$ cat src/rtl/duplex_bus_shreg_pkg.sv
package duplex_bus_shreg_pkg;

    typedef enum logic [1:0] {
        OP_HOLD     = 2'd0,
        OP_SHIFT    = 2'd1,
        OP_LOAD_CLK = 2'd2,
        OP_LOAD_LVL = 2'd3
    } op_e;

    // Serial mode wins over the asynchronous select; an unusable source bus
    // turns any parallel request into a hold.
    function automatic op_e pick_op(input logic par, input logic lvl, input logic src_ok);
        if (!par)   return OP_SHIFT;
        if (!src_ok) return OP_HOLD;
        return lvl ? OP_LOAD_LVL : OP_LOAD_CLK;
    endfunction

endpackage

$ cat src/rtl/bus_ctl_decode.sv
module bus_ctl_decode
    import duplex_bus_shreg_pkg::*;
#(
    parameter int W = 8
) (
    input  logic         par_mode,
    input  logic         async_load,
    input  logic         dir_a2b,
    input  logic         a_en,
    input  logic [W-1:0] a_in,
    input  logic [W-1:0] b_in,
    output op_e          op,
    output logic [W-1:0] src,
    output logic         a_drive,
    output logic         b_drive
);
    logic src_ok;

    // A may only be sampled while enabled; B is always usable.
    assign src_ok  = dir_a2b ? a_en : 1'b1;
    assign src     = dir_a2b ? a_in : b_in;
    assign op      = pick_op(par_mode, async_load, src_ok);
    assign b_drive = dir_a2b;
    assign a_drive = !dir_a2b && a_en;
endmodule

$ cat src/rtl/stage_chain.sv
module stage_chain
    import duplex_bus_shreg_pkg::*;
#(
    parameter int W = 8
) (
    input  logic         clk,
    input  logic         rst,
    input  op_e          op,
    input  logic [W-1:0] src,
    input  logic         ser_in,
    output logic [W-1:0] stored,
    output logic [W-1:0] view
);
    logic [W-1:0] nxt;

    for (genvar i = 0; i < W; i++) begin : g_stage
        logic shift_src;
        if (i == 0) begin : g_head
            assign shift_src = ser_in;
        end else begin : g_body
            assign shift_src = stored[i-1];
        end

        always_comb begin
            unique case (op)
                OP_SHIFT:                 nxt[i] = shift_src;
                OP_LOAD_CLK, OP_LOAD_LVL: nxt[i] = src[i];
                default:                  nxt[i] = stored[i];
            endcase
        end

        // The level-sensitive load shows the source bus at once; the flop
        // keeps whatever was present at each edge inside the window.
        assign view[i] = (op == OP_LOAD_LVL) ? src[i] : stored[i];
    end

    always_ff @(posedge clk) begin
        if (rst) stored <= '0;
        else     stored <= nxt;
    end

    // serial shift moves the chain by exactly one place per edge
    p_shift_r7: assert property (@(posedge clk) disable iff (rst)
        (op == OP_SHIFT) |=> (stored == {$past(stored[W-2:0]), $past(ser_in)}));
endmodule

$ cat src/rtl/port_mux.sv
module port_mux #(
    parameter int W = 8
) (
    input  logic [W-1:0] view,
    input  logic         a_drive,
    input  logic         b_drive,
    output logic [W-1:0] a_out,
    output logic         a_oe,
    output logic [W-1:0] b_out,
    output logic         b_oe,
    output logic         ser_out
);
    assign a_oe    = a_drive;
    assign b_oe    = b_drive;
    assign a_out   = a_drive ? view : '0;
    assign b_out   = b_drive ? view : '0;
    assign ser_out = view[W-1];
endmodule

$ cat src/rtl/duplex_bus_shreg.sv
module duplex_bus_shreg
    import duplex_bus_shreg_pkg::*;
#(
    parameter int W = 8
) (
    input  logic         clk,
    input  logic         rst,
    input  logic         a_en,
    input  logic         dir_a2b,
    input  logic         par_mode,
    input  logic         async_load,
    input  logic         ser_in,
    input  logic [W-1:0] a_in,
    output logic [W-1:0] a_out,
    output logic         a_oe,
    input  logic [W-1:0] b_in,
    output logic [W-1:0] b_out,
    output logic         b_oe,
    output logic         ser_out
);
    op_e          op;
    logic [W-1:0] src;
    logic [W-1:0] stored;
    logic [W-1:0] view;
    logic         a_drive;
    logic         b_drive;

    bus_ctl_decode #(.W(W)) u_decode (
        .par_mode  (par_mode),
        .async_load(async_load),
        .dir_a2b   (dir_a2b),
        .a_en      (a_en),
        .a_in      (a_in),
        .b_in      (b_in),
        .op        (op),
        .src       (src),
        .a_drive   (a_drive),
        .b_drive   (b_drive)
    );

    stage_chain #(.W(W)) u_chain (
        .clk   (clk),
        .rst   (rst),
        .op    (op),
        .src   (src),
        .ser_in(ser_in),
        .stored(stored),
        .view  (view)
    );

    port_mux #(.W(W)) u_ports (
        .view   (view),
        .a_drive(a_drive),
        .b_drive(b_drive),
        .a_out  (a_out),
        .a_oe   (a_oe),
        .b_out  (b_out),
        .b_oe   (b_oe),
        .ser_out(ser_out)
    );

    // both buses are never driven together
    p_oe_excl_r2: assert property (@(posedge clk) disable iff (rst)
        !(a_oe && b_oe));

    // a parallel request from a disabled A bus leaves the stages alone
    p_hold_r8: assert property (@(posedge clk) disable iff (rst)
        (par_mode && dir_a2b && !a_en) |=> (stored == $past(stored)));

    // a clocked load from A stores the A pins
    p_clk_load_r4: assert property (@(posedge clk) disable iff (rst)
        (par_mode && !async_load && dir_a2b && a_en) |=> (stored == $past(a_in)));

    // level-sensitive load from B shows B on A with no edge needed
    p_lvl_follow_r6: assert property (@(posedge clk) disable iff (rst)
        (par_mode && async_load && !dir_a2b && a_en) |-> (a_out == b_in));
endmodule

$ cat config.mk
export PLATFORM = sky130hd
export DESIGN_NAME = duplex_bus_shreg
export DESIGN_NICKNAME = d
export VERILOG_FILES = /design/src/rtl/duplex_bus_shreg_pkg.sv /design/src/rtl/bus_ctl_decode.sv /design/src/rtl/stage_chain.sv /design/src/rtl/port_mux.sv /design/src/rtl/duplex_bus_shreg.sv
export SDC_FILE = /design/constraint.sdc
export NUM_CORES = 1
export LEC_CHECK = 0
export BUFFER_PORTS_ARGS = -buffer_cell sky130_fd_sc_hd__buf_2
export CAP_MARGIN = 20
export CORE_MARGIN = 3
export CORE_UTILIZATION = 44
export DETAILED_ROUTE_END_ITERATION = 10
export PLACE_DENSITY = 0.85
export SYNTH_ARGS = -nofsm -noshare
export SYNTH_HDL_FRONTEND = slang
export SYNTH_SLANG_ARGS = --single-unit
$ cat constraint.sdc
create_clock -name clk -period 1.5 [get_ports clk]
set_clock_uncertainty 0.05 [all_clocks]
set_input_delay 0.3 -clock clk [delete_from_list [all_inputs] [get_ports clk]]
set_output_delay 0.3 -clock clk [all_outputs]
set_load 0.01 [all_outputs]
==> out/results.md, run 1 <==
### Route
• 4 — DRT Pass-1 Iters
• 0 — Detail Route Antenna Nets
• 42 — Iteration-0 DRC Markers
• 5.63 — Vias per Instance
• 2450 µm — detailed-route wire length
• 0 — DR DRC count
• 980 — via count of the routed design
• 14.1 µm — average wire per cell in the routed design

### Global routing
• 22.5% — gr usage total
• 17 — largest net degree at the start of global routing
• 849 — vias in the first global route
• 0 — antenna violations before repair
• 0 — total overflow reported by the global router
• 3750 µm — first-pass GRT wire length

### Critical path
• 0.18 ns — Crit path largest cell delay
• 0.55 ns — Reg2Reg Setup Slack
• 7 — largest fanout on the critical path
• buf_6 -> nor2b_4 -> buf_6 -> o21ai_2 -> a21oi_1 -> buf_2 — critical-path cell list
• output port — nature of the critical path endpoint
• buffers and inverters — family with the most delay on the worst path
• 1.09 ns — Worst EP arrival
• primary input to output port — worst setup path category
• 6 — depth of the critical timing path with buffers and inverters included
• primary input — Worst Setup Start Kind
• 1.15 ns — data required time of the critical path
• u_chain.stored[5]$_SDFFE_PP0P_ — startpoint of the lowest-slack register-to-register path
• sky130_fd_sc_hd__buf_6 — dominant cell type by count on the critical path
• u_chain.stored[5]$_SDFFE_PP0P_ — Worst R2R End
• 3 — count of cells along the worst register-to-register path
• 3 — combined buffer and inverter count along the critical path
• sky130_fd_sc_hd__o21ai_2 — cell with the largest stage delay on the worst path

### Yosys
• 0 — number of enable flip-flop cells after synthesis
• sky130_fd_sc_hd__dfxtp_1 — dominant synthesized flop cell
• sky130_fd_sc_hd__nand3_1 — most used standard cell by instance count after synthesis
• 20.5% — Yosys top cell area share
• 131 — Post-Syn Nets
• sky130_fd_sc_hd__dfxtp_1 — most area-hungry cell type in the Yosys netlist
• 20.5% — share of synthesized area occupied by flip-flops and latches
• 781 µm² — Post-Synthesis Cell Area
• 8 — number of synthesized register bits
• 7.23 µm² — post-synthesis average cell area
• sky130_fd_sc_hd__nand3_1, sky130_fd_sc_hd__o21ai_0, sky130_fd_sc_hd__a21oi_1, sky130_fd_sc_hd__nand2b_1, sky130_fd_sc_hd__dfxtp_1 — Synth top cells by count
• 22 — distinct cell type count after synthesis
• sky130_fd_sc_hd__dfxtp_1, sky130_fd_sc_hd__nand3_1, sky130_fd_sc_hd__mux2i_1 — largest cells by area after synthesis
• 108 — synthesized instance count
• 0 — Warnings, synthesis
• 0% — share of flip-flops with an asynchronous set or reset

### Run status
• completed — outcome

### Timing
• 95.7% — post-route clock period utilization
• no — unrepaired setup endpoints after global routing
• 0 — max-slew violation count
• 79.0% — worst-case headroom to the max-slew limit
• 0.315 ns — Slew @ Worst Pin
• 0 ns — total negative setup slack
• 0 — Hold Vio Cnt, Final
• 1.44 ns — post-route minimum period
• 0 — final setup violation count
• 697 MHz — maximum achievable frequency

### Power
• 0.341 mV — Worst VDD drop
• 0.526 nW — reported leakage power
• 0.000672 W — Power, Total
• 612 mW/mm² — power density of the placed cells

### Floorplanning
• 14 — cell row count
• 48.1 µm — horizontal die dimension
• 0.00159 mm² — core region area
• 48.1 µm — height of the die
• 49.0% — starting utilization of the core area
• 42 — num ports
• 0.00232 mm² — overall die area

### Clocking
• 2 — Clock Path Buffers
• 8 — total clock sinks
• 1 — maximum level of the CTS H-tree
• 0 — count of hold-fix buffers inserted at cts
• 0.06 ns — clock-pin slew on the worst setup and hold paths
• yes — CTS tree
• sky130_fd_sc_hd__clkbuf_4 — buffer type at the clock tree root
• 0.27 ns — clock insertion delay at the later pin of the skew report
• 3 — TritonCTS Buffers

### Worst hold path
• primary input to register — worst min-delay path class
• ser_in — hold wc startpoint
• u_chain.stored[0]$_SDFFE_PP0P_ — terminating pin of the worst hold path
• 3 — number of cells traversed by the worst hold path

### Layout
• u_chain.stored — register with the most flip-flops
• 8 — number of flip-flops in the largest register
• 40.7% — signed area change from the synthesized netlist to the final layout
• u_chain.stored x8 — biggest regs
• 42.0% — fraction of layout instances using a drive strength above 1
• 0 — antenna diode count
• 175 — NumNets Final
• 132 — fill count

### Place
• 41 — number of port buffers
• 1790 µm — sum of net half-perimeters after detailed placement
• 0.833 — last weighted congestion value of the routability-driven placer

### Flow run
• 0 — number of max-capacitance violations reported

==> metrics by stage <==
stage | instance area, µm² | hold WS [ns] | util [%] | instances | setup slack (ns)
6_report | 1100 | 0.242 | 68.9 | 174 | 0.0646
3_3_place_gp | 1030 | 0.419 | 64.7 | 171 | -0.0525
4_1_cts | 1070 | 0.256 | 67.4 | 174 | 0.00135
5_1_grt | 1100 | 0.298 | 68.9 | 174 | 0.000439
3_5_place_dp | 1030 | 0.436 | 64.7 | 171 | -0.156
2_1_floorplan | 781 | 0.319 | - | 108 | 0.0567
==> cells by family after synthesis <==
logic type / count (synthesis) / share of synthesized area (%)
compound gates: 40 / 31.7
buf+inv: 13 / 11.4
flops: 8 / 20.5
mux: 8 / 10.4
simple gates: 39 / 26.0
==> worst reg2reg max path, delay by kind of cell, from the launching register on <==
| kind | cells | cell delay, ns |
|---|---|---|
| AOI/OAI and AO/OA | 2 | 0.35 |
| DFF | 1 | 0.38 |
| muxes | 1 | 0.10 |
==> metal layers <==
layer	wire length [µm]	part of all wire, %	vias to the layer above	global-route usage, %
li1	-	-	470	-
met1	1010	41	457	31.3
met4	40	1.6	0	6.45
met5	0	0	-	0
met2	1210	49	45	36.7
met3	186	7.6	8	2.21
==> area by class of cell <==
| type | instances | area (µm²) | area share [%] |
|---|---|---|---|
| clock buffers | 3 | 22.5 | 2.05 |
| inverters | 1 | 3.75 | 0.342 |
| multi-input cells | 87 | 563 | 51.3 |
| flip-flops and latches | 8 | 160 | 14.6 |
| well taps | 24 | 30.0 | 2.73 |
| repair buffers | 51 | 319 | 29.0 |
==> worst max-delay path by stage <==
stage | startpoint | endpoint | slack (ns)
after floorplan | dir_a2b | b_out[0] | 0.06
after global placement | dir_a2b | a_out[6] | -0.05
after detailed placement | dir_a2b | b_out[5] | -0.16
after CTS | dir_a2b | b_out[3] | 0.001
after global routing | dir_a2b | a_out[2] | 0.0004
final | dir_a2b | a_out[5] | 0.06
==> repair_timing <==
| item | 4_1_cts | 5_1_grt |
|---|---|---|
| setup buffers | 0 | 0 |
| gates resized for setup | 16 | 12 |
| pin swaps | 0 | 4 |
| endpoints found under the setup margin | 16 | 16 |
| hold endpoints to repair | 0 | 0 |
==> power breakdown <==
part / switching [W] / leakage, nW / total, W / internal [W]
logic: 0.000129 / 0.446 / 0.000250 / 0.000121
clock network: 0.0000885 / 0.0138 / 0.000181 / 0.0000926
registers: 0.0000129 / 0.0661 / 0.000241 / 0.000228
total: 0.000230 / 0.526 / 0.000672 / 0.000442
==> layout by cell type, fill, tap and decap left out <==
cell type,instances
sky130_fd_sc_hd__a211o_1,7
sky130_fd_sc_hd__and2_4,1
sky130_fd_sc_hd__nand2_1,1
sky130_fd_sc_hd__nand2b_4,1
sky130_fd_sc_hd__a21oi_1,9
sky130_fd_sc_hd__nor2b_4,1
sky130_fd_sc_hd__o21ai_2,3
sky130_fd_sc_hd__nand2b_2,1
sky130_fd_sc_hd__buf_2,40
sky130_fd_sc_hd__buf_12,2
sky130_fd_sc_hd__nand3_1,17
sky130_fd_sc_hd__mux2_2,1
sky130_fd_sc_hd__o21ai_0,7
sky130_fd_sc_hd__buf_4,6
sky130_fd_sc_hd__a31oi_1,1
sky130_fd_sc_hd__buf_6,3
sky130_fd_sc_hd__mux2i_1,7
sky130_fd_sc_hd__a21boi_1,8
sky130_fd_sc_hd__o21ai_1,5
sky130_fd_sc_hd__nand2b_1,8
sky130_fd_sc_hd__nand2_2,1
sky130_fd_sc_hd__dfxtp_1,8
sky130_fd_sc_hd__nor2b_1,1
sky130_fd_sc_hd__nor2_1,7
sky130_fd_sc_hd__clkbuf_4,3
sky130_fd_sc_hd__inv_1,1
(Power assumes the default switching activity.)
==> run 2, diff against run 1 <==
--- a/config.mk
+++ b/config.mk
@@ -11,6 +11,7 @@
 export CORE_UTILIZATION = 44
 export DETAILED_ROUTE_END_ITERATION = 10
 export PLACE_DENSITY = 0.85
+export REMOVE_ABC_BUFFERS = 1
 export SYNTH_ARGS = -nofsm -noshare
 export SYNTH_HDL_FRONTEND = slang
 export SYNTH_SLANG_ARGS = --single-unit
==> out/results.md, run 2 (synthesized netlist as in run 1, its figures left out) <==
### Run status
• complete, but fails checks — outcome
• setup timing — failing checks

### Timing
• 0 — max-slew violation count, unchanged
• 1 — final setup violation count, +1
• 1.54 ns — post-route minimum period, +0.0998 ns
• 0 — Hold Vio Cnt, Final, unchanged
• 0.320 ns — Slew @ Worst Pin, +0.00478 ns
• -0.0352 ns — final setup slack of the worst path, -0.0998 ns
• -0.0352 ns — total negative setup slack, -0.0352 ns
• 78.7% — worst-case headroom to the max-slew limit, -0.32 points
• 651 MHz — maximum achievable frequency, -6.5%
• 102% — post-route clock period utilization, +6.7 points

### Critical path
• primary input — Worst Setup Start Kind
• output port — nature of the critical path endpoint
• primary input to output port — worst setup path category
• 4 — largest fanout on the critical path, -3
• 1.15 ns — data required time of the critical path, about the same
• 1.19 ns — Worst EP arrival, +0.10 ns

### Floorplanning
• 0.00159 mm² — core region area, unchanged
• 42 — num ports, unchanged
• 14 — cell row count, unchanged
• 49.0% — starting utilization of the core area, unchanged
• 0.00232 mm² — overall die area, unchanged
• 48.1 µm — horizontal die dimension, unchanged
• 48.1 µm — height of the die, unchanged

### Place
• 41 — number of port buffers, unchanged
• -0.125 ns — worst setup slack before clock tree synthesis, +0.0314 ns
• 1770 µm — sum of net half-perimeters after detailed placement, -1.3%
• 170 — total instance count after detailed placement, -0.58%
• 0.805 — last weighted congestion value of the routability-driven placer, -3.4%

### Power
• 611 mW/mm² — power density of the placed cells, -0.12%
• 0.000702 W — Power, Total, +4.4%
• 0.428 mV — Worst VDD drop, +25%
• 0.546 nW — reported leakage power, +3.8%

### Flow run
• 0 — number of max-capacitance violations reported, unchanged

### Worst hold path
• primary input to register — worst min-delay path class

### Clocking
• 2 — Clock Path Buffers, unchanged
• sky130_fd_sc_hd__clkbuf_4 — buffer type at the clock tree root
• 1 — maximum level of the CTS H-tree, unchanged
• yes — CTS tree
• 0.06 ns — clock-pin slew on the worst setup and hold paths, about the same
• 0.27 ns — clock insertion delay at the later pin of the skew report, about the same
• 8 — total clock sinks, unchanged
• 3 — TritonCTS Buffers, unchanged

### Route
• 21 — Iteration-0 DRC Markers, -50%
• 15.9 µm — average wire per cell in the routed design, +13%
• 2840 µm — detailed-route wire length, +16%
• 0 — DR DRC count, unchanged
• 5.66 — Vias per Instance, +0.55%
• 0 — Detail Route Antenna Nets, unchanged
• 6 — DRT Pass-1 Iters, +2
• 1008 — via count of the routed design, +2.9%

### Layout
• 44.8% — fraction of layout instances using a drive strength above 1, +2.8 points
• 0 — antenna diode count, unchanged
• 178 — post-route non-filler standard cell count, +2.3%
• 72.1% — Core Util, Final, +3.1 points
• 179 — NumNets Final, +2.3%
• sky130_fd_sc_hd__buf_2, sky130_fd_sc_hd__nand3_1, sky130_fd_sc_hd__nand2b_1, sky130_fd_sc_hd__buf_4 — commonest cells after routing, fill and taps aside
• 8 — number of flip-flops in the largest register, unchanged
• u_chain.stored x8 — biggest regs
• 47.1% — signed area change from the synthesized netlist to the final layout
• u_chain.stored — register with the most flip-flops
• 140 — fill count, +6.1%
• sky130_fd_sc_hd__buf_2 — leading cell type in the layout, fill and taps excluded

### Global routing
• 18 — largest net degree at the start of global routing, +1
• 3750 µm — first-pass GRT wire length, +0.19%
• 0 — total overflow reported by the global router, unchanged
• 0 — antenna violations before repair, unchanged
• 887 — vias in the first global route, +4.5%
• 22.9% — gr usage total, +0.49 points

==> run 2: worst paths after layout <==
check / slack, ns / end / cells after the start / start
setup / recovery: -0.04 / b_out[6] / 6 / a_en
hold / removal: 0.24 / u_chain.stored[0]$_SDFFE_PP0P_ / 3 / ser_in
setup reg to reg: 0.51 / u_chain.stored[4]$_SDFFE_PP0P_ / 3 / u_chain.stored[4]$_SDFFE_PP0P_
hold reg to reg: 0.46 / u_chain.stored[5]$_SDFFE_PP0P_ / 2 / u_chain.stored[4]$_SDFFE_PP0P_
==> run 2: final cells by class <==
cell class,count,area (µm²),area share (%)
repair buffers,54,352,30.6
flip-flops and latches,8,160,13.9
well taps,24,30.0,2.61
clock buffers,3,22.5,1.96
multi-input cells,88,581,50.5
inverters,1,3.75,0.327
==> run 2: report_power, final <==
part           leakage [nW]  switching, W  total [W]  internal (W)
Combinational         0.466      0.000139   0.000269      0.000130
Sequential           0.0661     0.0000140   0.000242      0.000228
Clock                0.0138     0.0000975   0.000190     0.0000930
Total                 0.546      0.000251   0.000702      0.000451
==> run 2: critical path: stages <==
cell and delay [ns]:
sky130_fd_sc_hd__buf_4 0.14, sky130_fd_sc_hd__nor2b_4 0.13, sky130_fd_sc_hd__buf_6 0.13, sky130_fd_sc_hd__o21ai_2 0.08, sky130_fd_sc_hd__a21boi_1 0.23, sky130_fd_sc_hd__buf_2 0.17
==> run 2: repair_timing <==
item                                   CTS  global route
pin swaps                                0             2
gates resized for setup                 16            20
gates cloned                             0             1
setup endpoints to repair               17            17
endpoints found under the hold margin    0             0
buffers inserted                         0             4
hold buffers                             0             0
==> run 2: through the flow <==
step	instance area [µm²]	hold WS, ns
2_1_floorplan	696	0.319
3_3_place_gp	1010	0.425
3_5_place_dp	1010	0.432
4_1_cts	1060	0.250
5_1_grt	1150	0.256
6_report	1150	0.240
==> run 2: layer usage <==
layer	part of all wire, %	track usage (%)
met1	38	27.8
met2	51	38.8
met3	8.7	5.54
met4	2.6	9.14
met5	0	0
==> run 3, diff against run 2 <==
==> constraint.sdc (replaced) <==
create_clock -name clk -period 1.5 [get_ports clk]
set_clock_uncertainty 0.05 [all_clocks]
set_input_delay 0.225 -clock clk [delete_from_list [all_inputs] [get_ports clk]]
set_output_delay 0.225 -clock clk [all_outputs]
set_load 0.01 [all_outputs]
==> out/results.md, run 3 (synthesized netlist as in run 1, its figures left out) <==
### Run status
• completed — outcome

### Timing
• 0 — max-slew violation count, unchanged
• 0 ns — total negative setup slack, +0.0352 ns
• 94.3% — post-route clock period utilization, -8.1 points
• 1.41 ns — post-route minimum period, -0.121 ns
• yes — unrepaired setup endpoints after global routing
• 0 — Hold Vio Cnt, Final, unchanged
• 0 — final setup violation count, -1
• 74.6% — worst-case headroom to the max-slew limit, -4.0 points
• 0.380 ns — Slew @ Worst Pin, +0.0606 ns
• 707 MHz — maximum achievable frequency, +8.5%

### Clocking
• 1 — maximum level of the CTS H-tree, unchanged
• 8 — total clock sinks, unchanged
• 0 — post-CTS setup buffer count, unchanged
• sky130_fd_sc_hd__clkbuf_4 — buffer type at the clock tree root
• 0 — total of cells resized after clock tree synthesis, -16
• 2 — Clock Path Buffers, unchanged
• 0.27 ns — clock insertion delay at the later pin of the skew report, about the same
• yes — CTS tree
• 0 — count of hold-fix buffers inserted at cts, unchanged
• 0.06 ns — clock-pin slew on the worst setup and hold paths, about the same
• 3 — TritonCTS Buffers, unchanged

### Layout
• 38.1% — fraction of layout instances using a drive strength above 1, -6.7 points
• 143 — fill count, +2.1%
• 172 — NumNets Final, -3.9%
• 8 — number of flip-flops in the largest register, unchanged
• u_chain.stored — register with the most flip-flops
• 0 — antenna diode count, unchanged
• 31.4% — signed area change from the synthesized netlist to the final layout
• u_chain.stored x8 — biggest regs
• sky130_fd_sc_hd__buf_2 — leading cell type in the layout, fill and taps excluded
• sky130_fd_sc_hd__buf_2, sky130_fd_sc_hd__nand3_1, sky130_fd_sc_hd__nand2b_1, sky130_fd_sc_hd__a21oi_1, sky130_fd_sc_hd__dfxtp_1 — commonest cells after routing, fill and taps aside
• 171 — post-route non-filler standard cell count, -3.9%

### Route
• 4 — DRT Pass-1 Iters, -2
• 2380 µm — detailed-route wire length, -16%
• 0 — Detail Route Antenna Nets, unchanged
• 976 — via count of the routed design, -3.2%
• 5.71 — Vias per Instance, +0.79%
• 13.9 µm — average wire per cell in the routed design, -13%
• 33 — Iteration-0 DRC Markers, +57%
• 0 — DR DRC count, unchanged

### Floorplanning
• 14 — cell row count, unchanged
• 42 — num ports, unchanged
• 48.1 µm — height of the die, unchanged
• 49.0% — starting utilization of the core area, unchanged
• 48.1 µm — horizontal die dimension, unchanged
• 0.00232 mm² — overall die area, unchanged
• 0.00159 mm² — core region area, unchanged

### Global routing
• 3440 µm — first-pass GRT wire length, -8.4%
• 770 — vias in the first global route, -13%
• 21.2% — gr usage total, -1.8 points
• 0 — antenna violations before repair, unchanged
• 0 — total overflow reported by the global router, unchanged
• 18 — largest net degree at the start of global routing, unchanged

### Critical path
• primary input to output port — worst setup path category
• primary input — Worst Setup Start Kind
• 1.14 ns — Worst EP arrival, -0.05 ns
• 1.22 ns — data required time of the critical path, +0.07 ns
• 9 — largest fanout on the critical path, +5
• output port — nature of the critical path endpoint

### Worst hold path
• primary input to register — worst min-delay path class

### Power
• 0.492 nW — reported leakage power, -9.9%
• 623 mW/mm² — power density of the placed cells, +1.9%
• 0.392 mV — Worst VDD drop, -8.5%

### Place
• 41 — number of port buffers, unchanged
• 168 — total instance count after detailed placement, -1.2%
• 0.967 — last weighted congestion value of the routability-driven placer, +20%
• 1780 µm — sum of net half-perimeters after detailed placement, +0.47%

### Flow run
• 0 — number of max-capacitance violations reported, unchanged

run 3: cell types whose count changed in the layout (fill, tap and decap cells not counted), moves of 3 or more:
cell	change
sky130_fd_sc_hd__a21boi_0	+5
sky130_fd_sc_hd__o21ai_1	+3
sky130_fd_sc_hd__a21boi_1	-5
sky130_fd_sc_hd__buf_4	-3
sky130_fd_sc_hd__o21ai_2	-3
run 3: final cells by class:
| cell class | count | area, µm² | share of cell area (%) |
|---|---|---|---|
| timing repair buffer | 48 | 264 | 25.7 |
| inverter | 1 | 3.75 | 0.366 |
| clock buffer | 3 | 22.5 | 2.20 |
| tap | 24 | 30.0 | 2.93 |
| multi-input combinational | 87 | 546 | 53.2 |
| sequential | 8 | 160 | 15.6 |
run 3: power breakdown:
| part | internal (W) | switching [W] |
|---|---|---|
| Sequential | 0.000229 | 0.0000109 |
| Clock | 0.0000921 | 0.0000812 |
| Combinational | 0.000103 | 0.000123 |
| Total | 0.000424 | 0.000215 |
run 3: worst paths after layout:
check / start / endpoint / slack, ns / depth (start not counted)
max: dir_a2b / b_out[1] / 0.09 / 6
min reg2reg: u_chain.stored[3]$_SDFFE_PP0P_ / u_chain.stored[4]$_SDFFE_PP0P_ / 0.43 / 2
max reg2reg: u_chain.stored[0]$_SDFFE_PP0P_ / u_chain.stored[0]$_SDFFE_PP0P_ / 0.58 / 3
min: rst / u_chain.stored[7]$_SDFFE_PP0P_ / 0.18 / 2
run 3: worst max-delay path, stage by stage:
cell	delay [ns]
sky130_fd_sc_hd__clkbuf_4	0.17
sky130_fd_sc_hd__nor2b_2	0.17
sky130_fd_sc_hd__buf_6	0.14
sky130_fd_sc_hd__o21ai_1	0.18
sky130_fd_sc_hd__a21boi_0	0.11
sky130_fd_sc_hd__buf_2	0.15
run 3: per-stage QoR:
step / setup slack (ns) / hold WS, ns / total power, W / instance area [µm²] / util, %
2_1_floorplan: 0.217 / 0.244 / 0.000344 / 696 / -
3_3_place_gp: 0.0153 / 0.423 / 0.000451 / 983 / 61.7
3_5_place_dp: 0.0232 / 0.427 / 0.000457 / 983 / 61.7
4_1_cts: 0.0161 / 0.182 / 0.000629 / 1010 / 63.1
5_1_grt: -0.0146 / 0.200 / 0.000669 / 1030 / 64.4
6_report: 0.0857 / 0.181 / 0.000639 / 1030 / 64.4
run 3: per-layer routing:
| metal | GRT usage, % | wire length [µm] |
|---|---|---|
| met5 | 0 | 0 |
| met4 | 9.68 | 25 |
| met3 | 5.54 | 241 |
| met2 | 33.2 | 1150 |
| met1 | 27.0 | 959 |
